<file path="src/rtl/tmr_pair8_pkg.sv">
package tmr_pair8_pkg;

    localparam int CNT_W  = 8;
    localparam int REG_W  = 8;
    localparam int ADDR_W = 2;

    typedef logic [CNT_W-1:0] cnt_t;

    typedef enum logic [1:0] {
        MODE_DUAL  = 2'd0,
        MODE_CHAIN = 2'd1,
        MODE_PWM   = 2'd2,
        MODE_PPG   = 2'd3
    } tmode_e;

    typedef enum logic [ADDR_W-1:0] {
        ADDR_CTRL = 2'd0,
        ADDR_RUN  = 2'd1,
        ADDR_LIM0 = 2'd2,
        ADDR_LIM1 = 2'd3
    } addr_e;

    // control byte: [7:6] pwm width, [5:4] counter 1 source, [3:2] counter 0 source, [1:0] mode
    typedef struct packed {
        logic [1:0] pwm_w;
        logic [1:0] src1;
        logic [1:0] src0;
        tmode_e     mode;
    } ctrl_t;

    // run byte low bits: [2] buffer enable, [1] run counter 1, [0] run counter 0
    typedef struct packed {
        logic buf_en;
        logic run1;
        logic run0;
    } run_t;

    localparam int RUN_W = $bits(run_t);

    // wrap value of counter 0 in PWM mode: 2^n - 1 with n = CNT_W-2, CNT_W-1, CNT_W
    function automatic cnt_t pwm_top(input logic [1:0] w);
        cnt_t t;
        case (w)
            2'd0:    t = cnt_t'((1 << (CNT_W - 2)) - 1);
            2'd1:    t = cnt_t'((1 << (CNT_W - 1)) - 1);
            default: t = '1;
        endcase
        return t;
    endfunction

endpackage

</file>
<file path="src/rtl/tmr_pair8_tick.sv">
module tmr_pair8_tick
    import tmr_pair8_pkg::*;
#(
    parameter int SYNC_N = 2
) (
    input  logic       clk,
    input  logic       rst,
    input  logic       ext_i,
    input  logic       tap1_i,
    input  logic       tap4_i,
    input  logic       tap16_i,
    input  logic       tap256_i,
    input  logic [1:0] src0,
    input  logic [1:0] src1,
    input  logic       m0_ev,
    output logic       tick0,
    output logic       tick1_sel
);

    // SYNC_N synchroniser stages plus one history flop for edge detection
    logic [SYNC_N:0] sh_q;
    logic            ext_rise;

    always_ff @(posedge clk) begin
        if (rst) begin
            sh_q <= '0;
        end else begin
            sh_q <= {sh_q[SYNC_N-1:0], ext_i};
        end
    end

    assign ext_rise = sh_q[SYNC_N-1] & ~sh_q[SYNC_N];

    always_comb begin
        case (src0)
            2'd0:    tick0 = ext_rise;
            2'd1:    tick0 = tap1_i;
            2'd2:    tick0 = tap4_i;
            default: tick0 = tap16_i;
        endcase
    end

    always_comb begin
        case (src1)
            2'd0:    tick1_sel = tap1_i;
            2'd1:    tick1_sel = tap16_i;
            2'd2:    tick1_sel = tap256_i;
            default: tick1_sel = m0_ev;
        endcase
    end

endmodule

</file>
<file path="src/rtl/tmr_pair8_count.sv">
module tmr_pair8_count #(
    parameter int W = 8
) (
    input  logic         clk,
    input  logic         rst,
    input  logic         adv,
    input  logic         restart,
    input  logic [W-1:0] top,
    output logic [W-1:0] cnt,
    output logic [W-1:0] after,
    output logic         wrap
);

    logic [W-1:0] nxt;

    assign nxt   = (restart || cnt == top) ? '0 : cnt + 1'b1;
    assign after = adv ? nxt : cnt;
    assign wrap  = adv && (cnt == top);

    always_ff @(posedge clk) begin
        if (rst) begin
            cnt <= '0;
        end else if (adv) begin
            cnt <= nxt;
        end
    end

endmodule

</file>
<file path="src/rtl/tmr_pair8_regs.sv">
module tmr_pair8_regs
    import tmr_pair8_pkg::*;
(
    input  logic              clk,
    input  logic              rst,
    input  logic              wr_en,
    input  logic [ADDR_W-1:0] wr_addr,
    input  logic [REG_W-1:0]  wr_data,
    input  logic              reload,
    output ctrl_t             ctrl,
    output run_t              run,
    output cnt_t              lim0,
    output cnt_t              lim1
);

    cnt_t  shadow_q;
    logic  buffered;
    addr_e addr;

    assign addr     = addr_e'(wr_addr);
    assign buffered = run.buf_en && (ctrl.mode == MODE_PWM || ctrl.mode == MODE_PPG);

    always_ff @(posedge clk) begin
        if (rst) begin
            ctrl     <= '0;
            run      <= '0;
            lim0     <= '0;
            lim1     <= '0;
            shadow_q <= '0;
        end else begin
            if (reload && buffered) begin
                lim0 <= shadow_q;
            end
            if (wr_en) begin
                case (addr)
                    ADDR_CTRL: ctrl <= ctrl_t'(wr_data);
                    ADDR_RUN:  run  <= run_t'(wr_data[RUN_W-1:0]);
                    ADDR_LIM0: begin
                        shadow_q <= cnt_t'(wr_data);
                        if (!buffered) begin
                            lim0 <= cnt_t'(wr_data);
                        end
                    end
                    default:   lim1 <= cnt_t'(wr_data);
                endcase
            end
        end
    end

endmodule

</file>
<file path="src/rtl/tmr_pair8.sv">
module tmr_pair8
    import tmr_pair8_pkg::*;
#(
    parameter int SYNC_N = 2
) (
    input  logic              clk,
    input  logic              rst,
    input  logic              wr_en,
    input  logic [ADDR_W-1:0] wr_addr,
    input  logic [REG_W-1:0]  wr_data,
    input  logic              ext_clk_i,
    input  logic              tap1_i,
    input  logic              tap4_i,
    input  logic              tap16_i,
    input  logic              tap256_i,
    output logic [CNT_W-1:0]  cnt0_o,
    output logic [CNT_W-1:0]  cnt1_o,
    output logic [CNT_W-1:0]  cmp0_o,
    output logic              match0_o,
    output logic              match1_o,
    output logic              ovf0_o,
    output logic              ovf1_o
);

    localparam int NCNT = 2;

    ctrl_t  ctrl;
    run_t   run;
    cnt_t   lim0, lim1;
    tmode_e mode_w;
    logic   run0_w;

    logic   tick0, tick1_sel, tick1;
    logic   ev_m0, ev_m1, reload;
    logic   restart16;

    logic [NCNT-1:0] adv, restart, wrap;
    cnt_t            top   [NCNT];
    cnt_t            cnt   [NCNT];
    cnt_t            after [NCNT];

    logic [2*CNT_W-1:0] cnt16, lim16, after16;

    logic is_chain, is_pwm, is_ppg;

    assign mode_w   = ctrl.mode;
    assign run0_w   = run.run0;
    assign is_chain = (ctrl.mode == MODE_CHAIN);
    assign is_pwm   = (ctrl.mode == MODE_PWM);
    assign is_ppg   = (ctrl.mode == MODE_PPG);

    tmr_pair8_regs u_regs (
        .clk     (clk),
        .rst     (rst),
        .wr_en   (wr_en),
        .wr_addr (wr_addr),
        .wr_data (wr_data),
        .reload  (reload),
        .ctrl    (ctrl),
        .run     (run),
        .lim0    (lim0),
        .lim1    (lim1)
    );

    tmr_pair8_tick #(.SYNC_N(SYNC_N)) u_tick (
        .clk       (clk),
        .rst       (rst),
        .ext_i     (ext_clk_i),
        .tap1_i    (tap1_i),
        .tap4_i    (tap4_i),
        .tap16_i   (tap16_i),
        .tap256_i  (tap256_i),
        .src0      (ctrl.src0),
        .src1      (ctrl.src1),
        .m0_ev     (ev_m0),
        .tick0     (tick0),
        .tick1_sel (tick1_sel)
    );

    assign cnt16   = {cnt[1], cnt[0]};
    assign lim16   = {lim1, lim0};
    assign after16 = {after[1], after[0]};

    // joint restart of the 16-bit chain once it holds a non-zero limit
    assign restart16 = is_chain && (lim16 != '0) && (cnt16 == lim16);

    // counter 0 controls
    assign adv[0] = tick0 && run.run0;
    assign top[0] = is_pwm ? pwm_top(ctrl.pwm_w) : '1;

    always_comb begin
        case (ctrl.mode)
            MODE_DUAL:  restart[0] = (lim0 != '0) && (cnt[0] == lim0);
            MODE_CHAIN: restart[0] = restart16;
            MODE_PPG:   restart[0] = (lim1 != '0) && (cnt[0] == lim1);
            default:    restart[0] = 1'b0;
        endcase
    end

    // counter 1 controls
    always_comb begin
        if (is_chain) begin
            tick1 = adv[0] && (wrap[0] || restart16);
        end else if (is_ppg) begin
            tick1 = 1'b0;
        end else begin
            tick1 = tick1_sel;
        end
    end

    assign adv[1]     = tick1 && run.run1;
    assign top[1]     = '1;
    assign restart[1] = is_chain ? restart16 : ((lim1 != '0) && (cnt[1] == lim1));

    generate
        for (genvar g = 0; g < NCNT; g++) begin : g_cnt
            tmr_pair8_count #(.W(CNT_W)) u_count (
                .clk     (clk),
                .rst     (rst),
                .adv     (adv[g]),
                .restart (restart[g]),
                .top     (top[g]),
                .cnt     (cnt[g]),
                .after   (after[g]),
                .wrap    (wrap[g])
            );
        end
    endgenerate

    // match events
    assign ev_m0 = !is_chain && adv[0] && (after[0] == lim0);

    always_comb begin
        case (ctrl.mode)
            MODE_CHAIN: ev_m1 = adv[0] && (after16 == lim16);
            MODE_PPG:   ev_m1 = adv[0] && (after[0] == lim1);
            default:    ev_m1 = adv[1] && (after[1] == lim1);
        endcase
    end

    // shadow transfer points: PWM wrap or cycle match
    assign reload = (is_pwm && wrap[0]) || (is_ppg && ev_m1);

    always_ff @(posedge clk) begin
        if (rst) begin
            match0_o <= 1'b0;
            match1_o <= 1'b0;
            ovf0_o   <= 1'b0;
            ovf1_o   <= 1'b0;
        end else begin
            match0_o <= ev_m0;
            match1_o <= ev_m1;
            ovf0_o   <= wrap[0];
            ovf1_o   <= wrap[1];
        end
    end

    assign cnt0_o = cnt[0];
    assign cnt1_o = cnt[1];
    assign cmp0_o = lim0;

endmodule

</file>
<file path="config.mk">
export PLATFORM = sky130hd
export DESIGN_NAME = tmr_pair8
export DESIGN_NICKNAME = d
export VERILOG_FILES = /design/src/rtl/tmr_pair8_pkg.sv /design/src/rtl/tmr_pair8_tick.sv /design/src/rtl/tmr_pair8_count.sv /design/src/rtl/tmr_pair8_regs.sv /design/src/rtl/tmr_pair8.sv
export SDC_FILE = /design/constraint.sdc
export NUM_CORES = 1
export LEC_CHECK = 0
export BUFFER_PORTS_ARGS = -buffer_cell sky130_fd_sc_hd__buf_2
export CAP_MARGIN = 20
export CELL_PAD_IN_SITES_DETAIL_PLACEMENT = 0
export CELL_PAD_IN_SITES_GLOBAL_PLACEMENT = 1
export CORE_ASPECT_RATIO = 0.8
export CORE_UTILIZATION = 47
export DETAILED_ROUTE_END_ITERATION = 12
export PLACE_DENSITY_LB_ADDON = 0.1
export SETUP_SLACK_MARGIN = 0.1
export SYNTH_ARGS = -nofsm -noshare
export SYNTH_HDL_FRONTEND = slang
export SYNTH_HIERARCHICAL = 1
export SYNTH_SLANG_ARGS = --single-unit
export TNS_END_PERCENT = 20
</file>
<file path="constraint.sdc">
create_clock -name clk -period 9.5 [get_ports clk]
set_clock_uncertainty 0.1 [all_clocks]
set_input_delay 1.9 -clock clk [delete_from_list [all_inputs] [get_ports clk]]
set_output_delay 1.9 -clock clk [all_outputs]
set_load 0.02 [all_outputs]
</file>
==> results of run 1 <==
## per-stage QoR
step	worst slack, ns	instances	hold slack, ns	area (sq um)
2_1_floorplan	3.269	410	0.3138	3566
3_3_place_gp	2.113	519	0.3203	3770
3_5_place_dp	1.987	519	0.3281	3770
4_1_cts	2.320	535	0.3386	3989
5_1_grt	1.844	535	0.3522	3989
6_report	2.299	535	0.3368	3989
## critical path: stages
cell     delay [ns]
buf_2          0.09
mux4_2         0.22
and2_1         0.60
nand4_1        0.29
xor2_1         0.23
a21oi_1        0.27
xor2_1         0.12
nor4_2         0.29
nand4_1        0.22
nor2_1         0.18
mux4_2         0.26
a32oi_1        0.06
o32ai_2        0.63
nand4_1        0.32
nor2_1         0.22
xnor2_1        0.16
a21oi_1        0.08
xor2_1         0.19
nor4_1         0.28
nand2_1        0.10
or4b_1         0.46
a31oi_1        0.18
## sequential cells by signal, indices dropped and copies added, names as in the netlist
name,count
u_regs/run,3
u_regs/lim0,8
match0_o,1
g_cnt.u_count/cnt,16
u_regs/ctrl,8
u_tick/sh_q,3
u_regs/shadow_q,8
u_regs/lim1,8
match1_o,1
ovf1_o,1
ovf0_o,1
## Yosys cell counts (all sizes together) (8+ instances only)
| library cell | count | area share (%) |
|---|---|---|
| nand2 | 41 | 4.4 |
| nor2 | 26 | 2.8 |
| xnor2 | 33 | 8.2 |
| a311oi | 8 | 2.0 |
| dfxtp | 58 | 33 |
| mux2i | 19 | 5.4 |
| a211oi | 19 | 4.3 |
| o21ai | 9 | 1.7 |
| nand4 | 17 | 3.4 |
| nor2b | 14 | 2.6 |
| xor2 | 41 | 10 |
| nor4 | 12 | 2.5 |
| buf | 16 | 3.4 |
| a21oi | 20 | 2.8 |
| clkbuf | 10 | 1.1 |
## kinds of logic (layout without fill, tap and decap cells)
family	Yosys count	in the layout	synth area share [%]
AOI/OAI and AO/OA	70	70	14.48
xor gates and xnor gates	74	74	18.43
adders and majority gates	2	2	0.7114
buffers and inverters	31	69	5.087
DFF	58	58	33.01
muxes	21	21	6.688
other	1	14	0.1066
and+or+nand+nor	140	140	21.49
## layer usage
layer,vias up,track usage (%),part of all wire (%)
li1,1490,-,-
met1,1464,33.75,49
met2,89,38.45,44
met3,12,6.305,5.7
met4,0,6.567,1.6
met5,-,0,0
## power by group through the flow
stage	registers, mW	logic [mW]	clock network [mW]
after floorplan	0.260	0.0542	0
after global placement	0.263	0.0660	0
after detailed placement	0.263	0.0666	0
after CTS	0.257	0.0670	0.262
after global routing	0.258	0.0737	0.275
final	0.258	0.0673	0.257
## worst min path at each step
stage / depth (start not counted) / to / slack (ns) / from
after global routing: 1 / u_tick/sh_q[1] / 0.35 / u_tick/sh_q[0]
after detailed placement: 1 / u_tick/sh_q[1] / 0.33 / u_tick/sh_q[0]
after floorplan: 1 / u_tick/sh_q[1] / 0.31 / u_tick/sh_q[0]
after CTS: 1 / u_tick/sh_q[1] / 0.34 / u_tick/sh_q[0]
final: 1 / u_tick/sh_q[1] / 0.34 / u_tick/sh_q[0]
after global placement: 1 / u_tick/sh_q[1] / 0.32 / u_tick/sh_q[0]
## area by class of cell
| class | instances | share of cell area [%] |
|---|---|---|
| flip-flops and latches | 58 | 29.11 |
| clock inverters | 5 | 1.945 |
| repair buffers | 48 | 6.211 |
| clock buffers | 11 | 3.545 |
| inverters | 5 | 0.4705 |
| well taps | 87 | 2.729 |
| multi-input cells | 321 | 55.99 |
==> metrics.txt, run 1 <==
number of global-route vias before repair=between 2000 and 3000; largest net degree at the start of global routing=61; CTS tree=built; clock tree buffer depth=2; Final Util=about 56%; FF-to-FF Start=g_cnt[1].u_count/cnt[2]; CTS resizes=0; area of the multi-input gates=around 2200 sq um; crit share post-route=approximately three quarters; reg-to-reg setup timing slack=between 3 and 4 ns; Ys Warns=6; Slew @ Worst Pin=~1.1 ns; Total Neg Setup Slack=0 ns; Combinational Power Share=between 10% and 20%; Seq/Total Area, Yosys=33.01%; Post-synth EDFFs=0; critical path class=input pin to flip-flop; vias=~3000; Reg power frac=between 40% and 50%; # IOs=46; switch share=between 20% and 30%; Iter 0 DRT Violations=between 100 and 150; Clock Sink Count=58; Clk pin slew, worst setup/hold paths=around 0.070 ns; vias per std cell=5.710; postcts setup bufs=0; fillers=roughly 670; final net count=463; internal power=~0.43 mW; Clock Tree Root=clkbuf_8; # setup viols final=0; maxcap violations=0; Crit. Startpoint=tap1_i; Die Ht=around 79 um; CP arrival=between 7 and 8 ns; Post-Route WL=9000 um; core box area=~7000 sq um; CP max FO=20; main flop type after synthesis=dfxtp_1; gr ovfl total=0; row cnt=27; share of synthesized registers carrying an async set or reset=0%; drt pass-1 iters=4; maximum clock rate=approximately 140 MHz; synth-to-layout area growth=13.41%; Routed Antenna Nets=0; Pwr Density=about 150 nW/um^2; first-pass GRT wire length=around 15000 um; wire per inst=between 15 and 20 um; reg2reg path depth=23; Post-Syn Area=between 3000 and 4000 sq um; Final GP Congestion=between 0.8 and 0.9; worst vdd ir=0.09168 mV; Tot Pwr=roughly 0.58 mW; Slew HR=between 20% and 30%; reg2reg end=match1_o; final hold vios=0; Sw Pwr=between 0.15 and 0.2 mW; synthesized area per cell=between 8 and 9 sq um; Yosys cell types=51; most frequent cells in the layout=dfxtp_1 (58), buf_2 (45), xor2_1 (41), nand2_1 (40), xnor2_1 (33); hold_buf cts=0; Period minus WS final=around 7.2 ns; share of layout cells above drive strength 1=slightly below 20%; clk_lat worst skew=0.35 ns; CP Data Required Time=between 9 and 10 ns; Worst Hold Class=flip-flop to flip-flop; Die Area=7836 sq um; Clk network pwr share=about 44%; RSZ-0062 raised after global routing=false; Slew Limit Fails=0; CTS H-Tree Depth=3; most common cell after layout, fill and taps aside=dfxtp_1; Lkg Pwr=between 1.5 and 2 nW; Critical Path End Type=flip-flop; status=finished clean; GRT Resource Usage Total=~25%; Buffers on Ports=45; TritonCTS Buffers=9; Storage cell area=between 1000 and 1500 sq um; Startpoint Class=input pin; synthesized flop and latch total=just under 60; die width=98.72 um; drc violations=0; Initial Util=between 40% and 50%; initial antenna violation count=0; Gate Count Post-Synth=between 300 and 400; DP HPWL=about 6300 um; diodes inserted=0; end point of the critical path=match1_o
(Power assumes the default switching activity.)
==> run 2: changes to the inputs <==
- CORE_UTILIZATION: 47 -> 44
- clock period: 9.5 -> 7.41 ns (I/O delays scaled with it)
==> run 2 against run 1 <==
Critical path depth increased by 1; final cell count increased by 3.6%; clock-buffer cell count unchanged; setup slack got worse by 1.2 ns; first-iteration DRC count decreased by 11%; power increased by 29%; cell area increased by 1.1%; register-to-register slack got worse by 1.6 ns; sequential power increased by 28%; critical path type unchanged; critical endpoint unchanged; highest routed layer unchanged.
==> metrics.txt, run 2 (synthesis results as in run 1) <==
status=finished clean; row cnt=28; RSZ-0062 raised after global routing=false; Initial Util=around 46%; # IOs=46; final hold vios=0; CP max FO=20; max reg flops=16; # setup viols final=0; initial antenna violation count=0; Worst Hold Depth=1; Slew Limit Fails=0; final net count=roughly 460; Period minus WS final=~6.4 ns; postcts setup bufs=0; fillers=745; Iter 0 DRT Violations=roughly 120; most frequent cells in the layout=dfxtp_1 (58), buf_2 (45), xor2_1 (41), nand2_1 (40), xnor2_1 (33); Startpoint Class=input pin; Clock Tree Root=clkbuf_8; Clk pin slew, worst setup/hold paths=0.07 ns; critical path class=input pin to flip-flop; Pwr Density=approximately 190 nW/um^2; reg-to-reg setup timing slack=around 1.6 ns; gr ovfl total=0; Worst Path Buf+Inv=1; CP arrival=approximately 6.5 ns; reg2reg end=match1_o; drc violations=0; maxcap violations=0; Tot Pwr=roughly 0.75 mW; CP Cell Sequence=buf_2 -> mux4_2 -> and2_1 -> nand4_1 -> nor2_1 -> xnor2_1 -> a21oi_1 -> xor2_1 -> nor3_1 -> nand4_1 -> nor2_1 -> mux4_2 -> a32oi_1 -> o32ai_2 -> nand4_1 -> nor2_1 -> xnor2_1 -> a21oi_1 -> xor2_1 -> nor4_1 -> nand2_1 -> or4b_1 -> a31oi_1; number of global-route vias before repair=around 2800; Critical Path End Type=flip-flop; critical path's top delay family=simple AND/OR/NAND/NOR gates; worst setup margin=1.052 ns; DP HPWL=between 6000 and 7000 um; area of the multi-input gates=~2200 sq um; hold_buf cts=0; clock tree buffer depth=2; GRT Resource Usage Total=a little under a quarter; Slew HR=between 40% and 50%; vias=2995; first-pass GRT wire length=around 15000 um; die width=between 100 and 150 um; most common cell after layout, fill and taps aside=dfxtp_1; CTS H-Tree Depth=3; Slew @ Worst Pin=0.7631 ns; hold_sp=u_tick/sh_q[0]; share of layout cells above drive strength 1=~20%; Total Neg Setup Slack=0 ns; Storage cell area=between 1000 and 1500 sq um; worst vdd ir=~0.14 mV; Die Area=~8400 sq um; Largest Register=g_cnt.u_count/cnt; diodes inserted=0; clk_lat worst skew=~0.34 ns; largest net degree at the start of global routing=63; maximum clock rate=between 150 and 200 MHz; WHS Endpoint=u_tick/sh_q[1]; reg2reg path depth=23; Die Ht=81.97 um; Final GP Congestion=about 0.85; Routed Antenna Nets=0; vias per std cell=~5.4; drt pass-1 iters=4; CTS resizes=0; synth-to-layout area growth=14.62%; TritonCTS Buffers=9; CP Data Required Time=7.58 ns; Worst Hold Class=flip-flop to flip-flop; FF-to-FF Start=u_regs/lim1[5]; crit share post-route=85.80%; Largest stage delay, worst path=roughly 0.62 ns; Buffers on Ports=45; Lkg Pwr=around 1.8 nW; wire per inst=between 15 and 20 um; Clock Sink Count=between 50 and 60; Post-Route WL=about 9200 um; critical path's slowest cell=and2_1; core box area=approximately 7600 sq um; CTS tree=built; worst slack at placement=~0.75 ns
## run 2: worst max path at each step
| stage | end | from | cells past startpoint |
|---|---|---|---|
| after floorplan | match1_o | tap16_i | 22 |
| final | match1_o | tap1_i | 23 |
| after global placement | match1_o | tap1_i | 22 |
| after CTS | match1_o | tap1_i | 22 |
| after detailed placement | match1_o | tap1_i | 22 |
| after global routing | match1_o | tap1_i | 23 |
## run 2: per-stage QoR
step | instance area, sq um | hold slack, ns | cells | util (%)
final | 4031 | 0.3438 | 554 | 53.27
after global routing | 4031 | 0.3624 | 554 | 53.27
after CTS | 4011 | 0.3470 | 553 | 53.01
after detailed placement | 3792 | 0.3287 | 537 | 50.12
after global placement | 3792 | 0.3402 | 537 | 50.12
after floorplan | 3566 | 0.3138 | 410 | -
## run 2: worst register-to-register path, cell delays in order (launching register included)
cell and delay [ns]:
dfxtp_1 0.53, xor2_1 0.12, nor4_1 0.32, nand2_1 0.18
a2111o_1 0.45, o21ai_0 0.19, o21bai_4 0.31, a21oi_1 0.21
xor2_1 0.22, nor4_2 0.25, nand4_1 0.23, nor2_1 0.18
mux4_2 0.25, a32oi_1 0.06, o32ai_2 0.25, nand4_1 0.23
nor2_1 0.17, xnor2_1 0.16, a21oi_1 0.08, xor2_1 0.16
nor4_1 0.33, nand2_1 0.11, or4b_1 0.49, a31oi_1 0.18
## run 2: area by class of cell
| class | count | share of cell area, % |
|---|---|---|
| inverter | 5 | 0.4655 |
| sequential | 58 | 28.80 |
| clock buffer | 11 | 3.507 |
| timing repair buffer | 49 | 6.642 |
| tap | 105 | 3.259 |
| clock inverter | 5 | 1.924 |
| multi-input combinational | 321 | 55.40 |
## run 2: routing by layer
| metal | up-vias | track usage [%] | routed length (um) |
|---|---|---|---|
| li1 | 1492 | - | - |
| met5 | - | 0 | 0 |
| met3 | 11 | 4.851 | 382 |
| met2 | 74 | 35.91 | 4040 |
| met1 | 1418 | 34.46 | 4664 |
| met4 | 0 | 6.000 | 70 |
## run 2: where the power goes
part	switching [mW]	total, mW	internal, mW
clock network	0.136	0.333	0.197
registers	0.0108	0.330	0.319
logic	0.0526	0.0881	0.0355
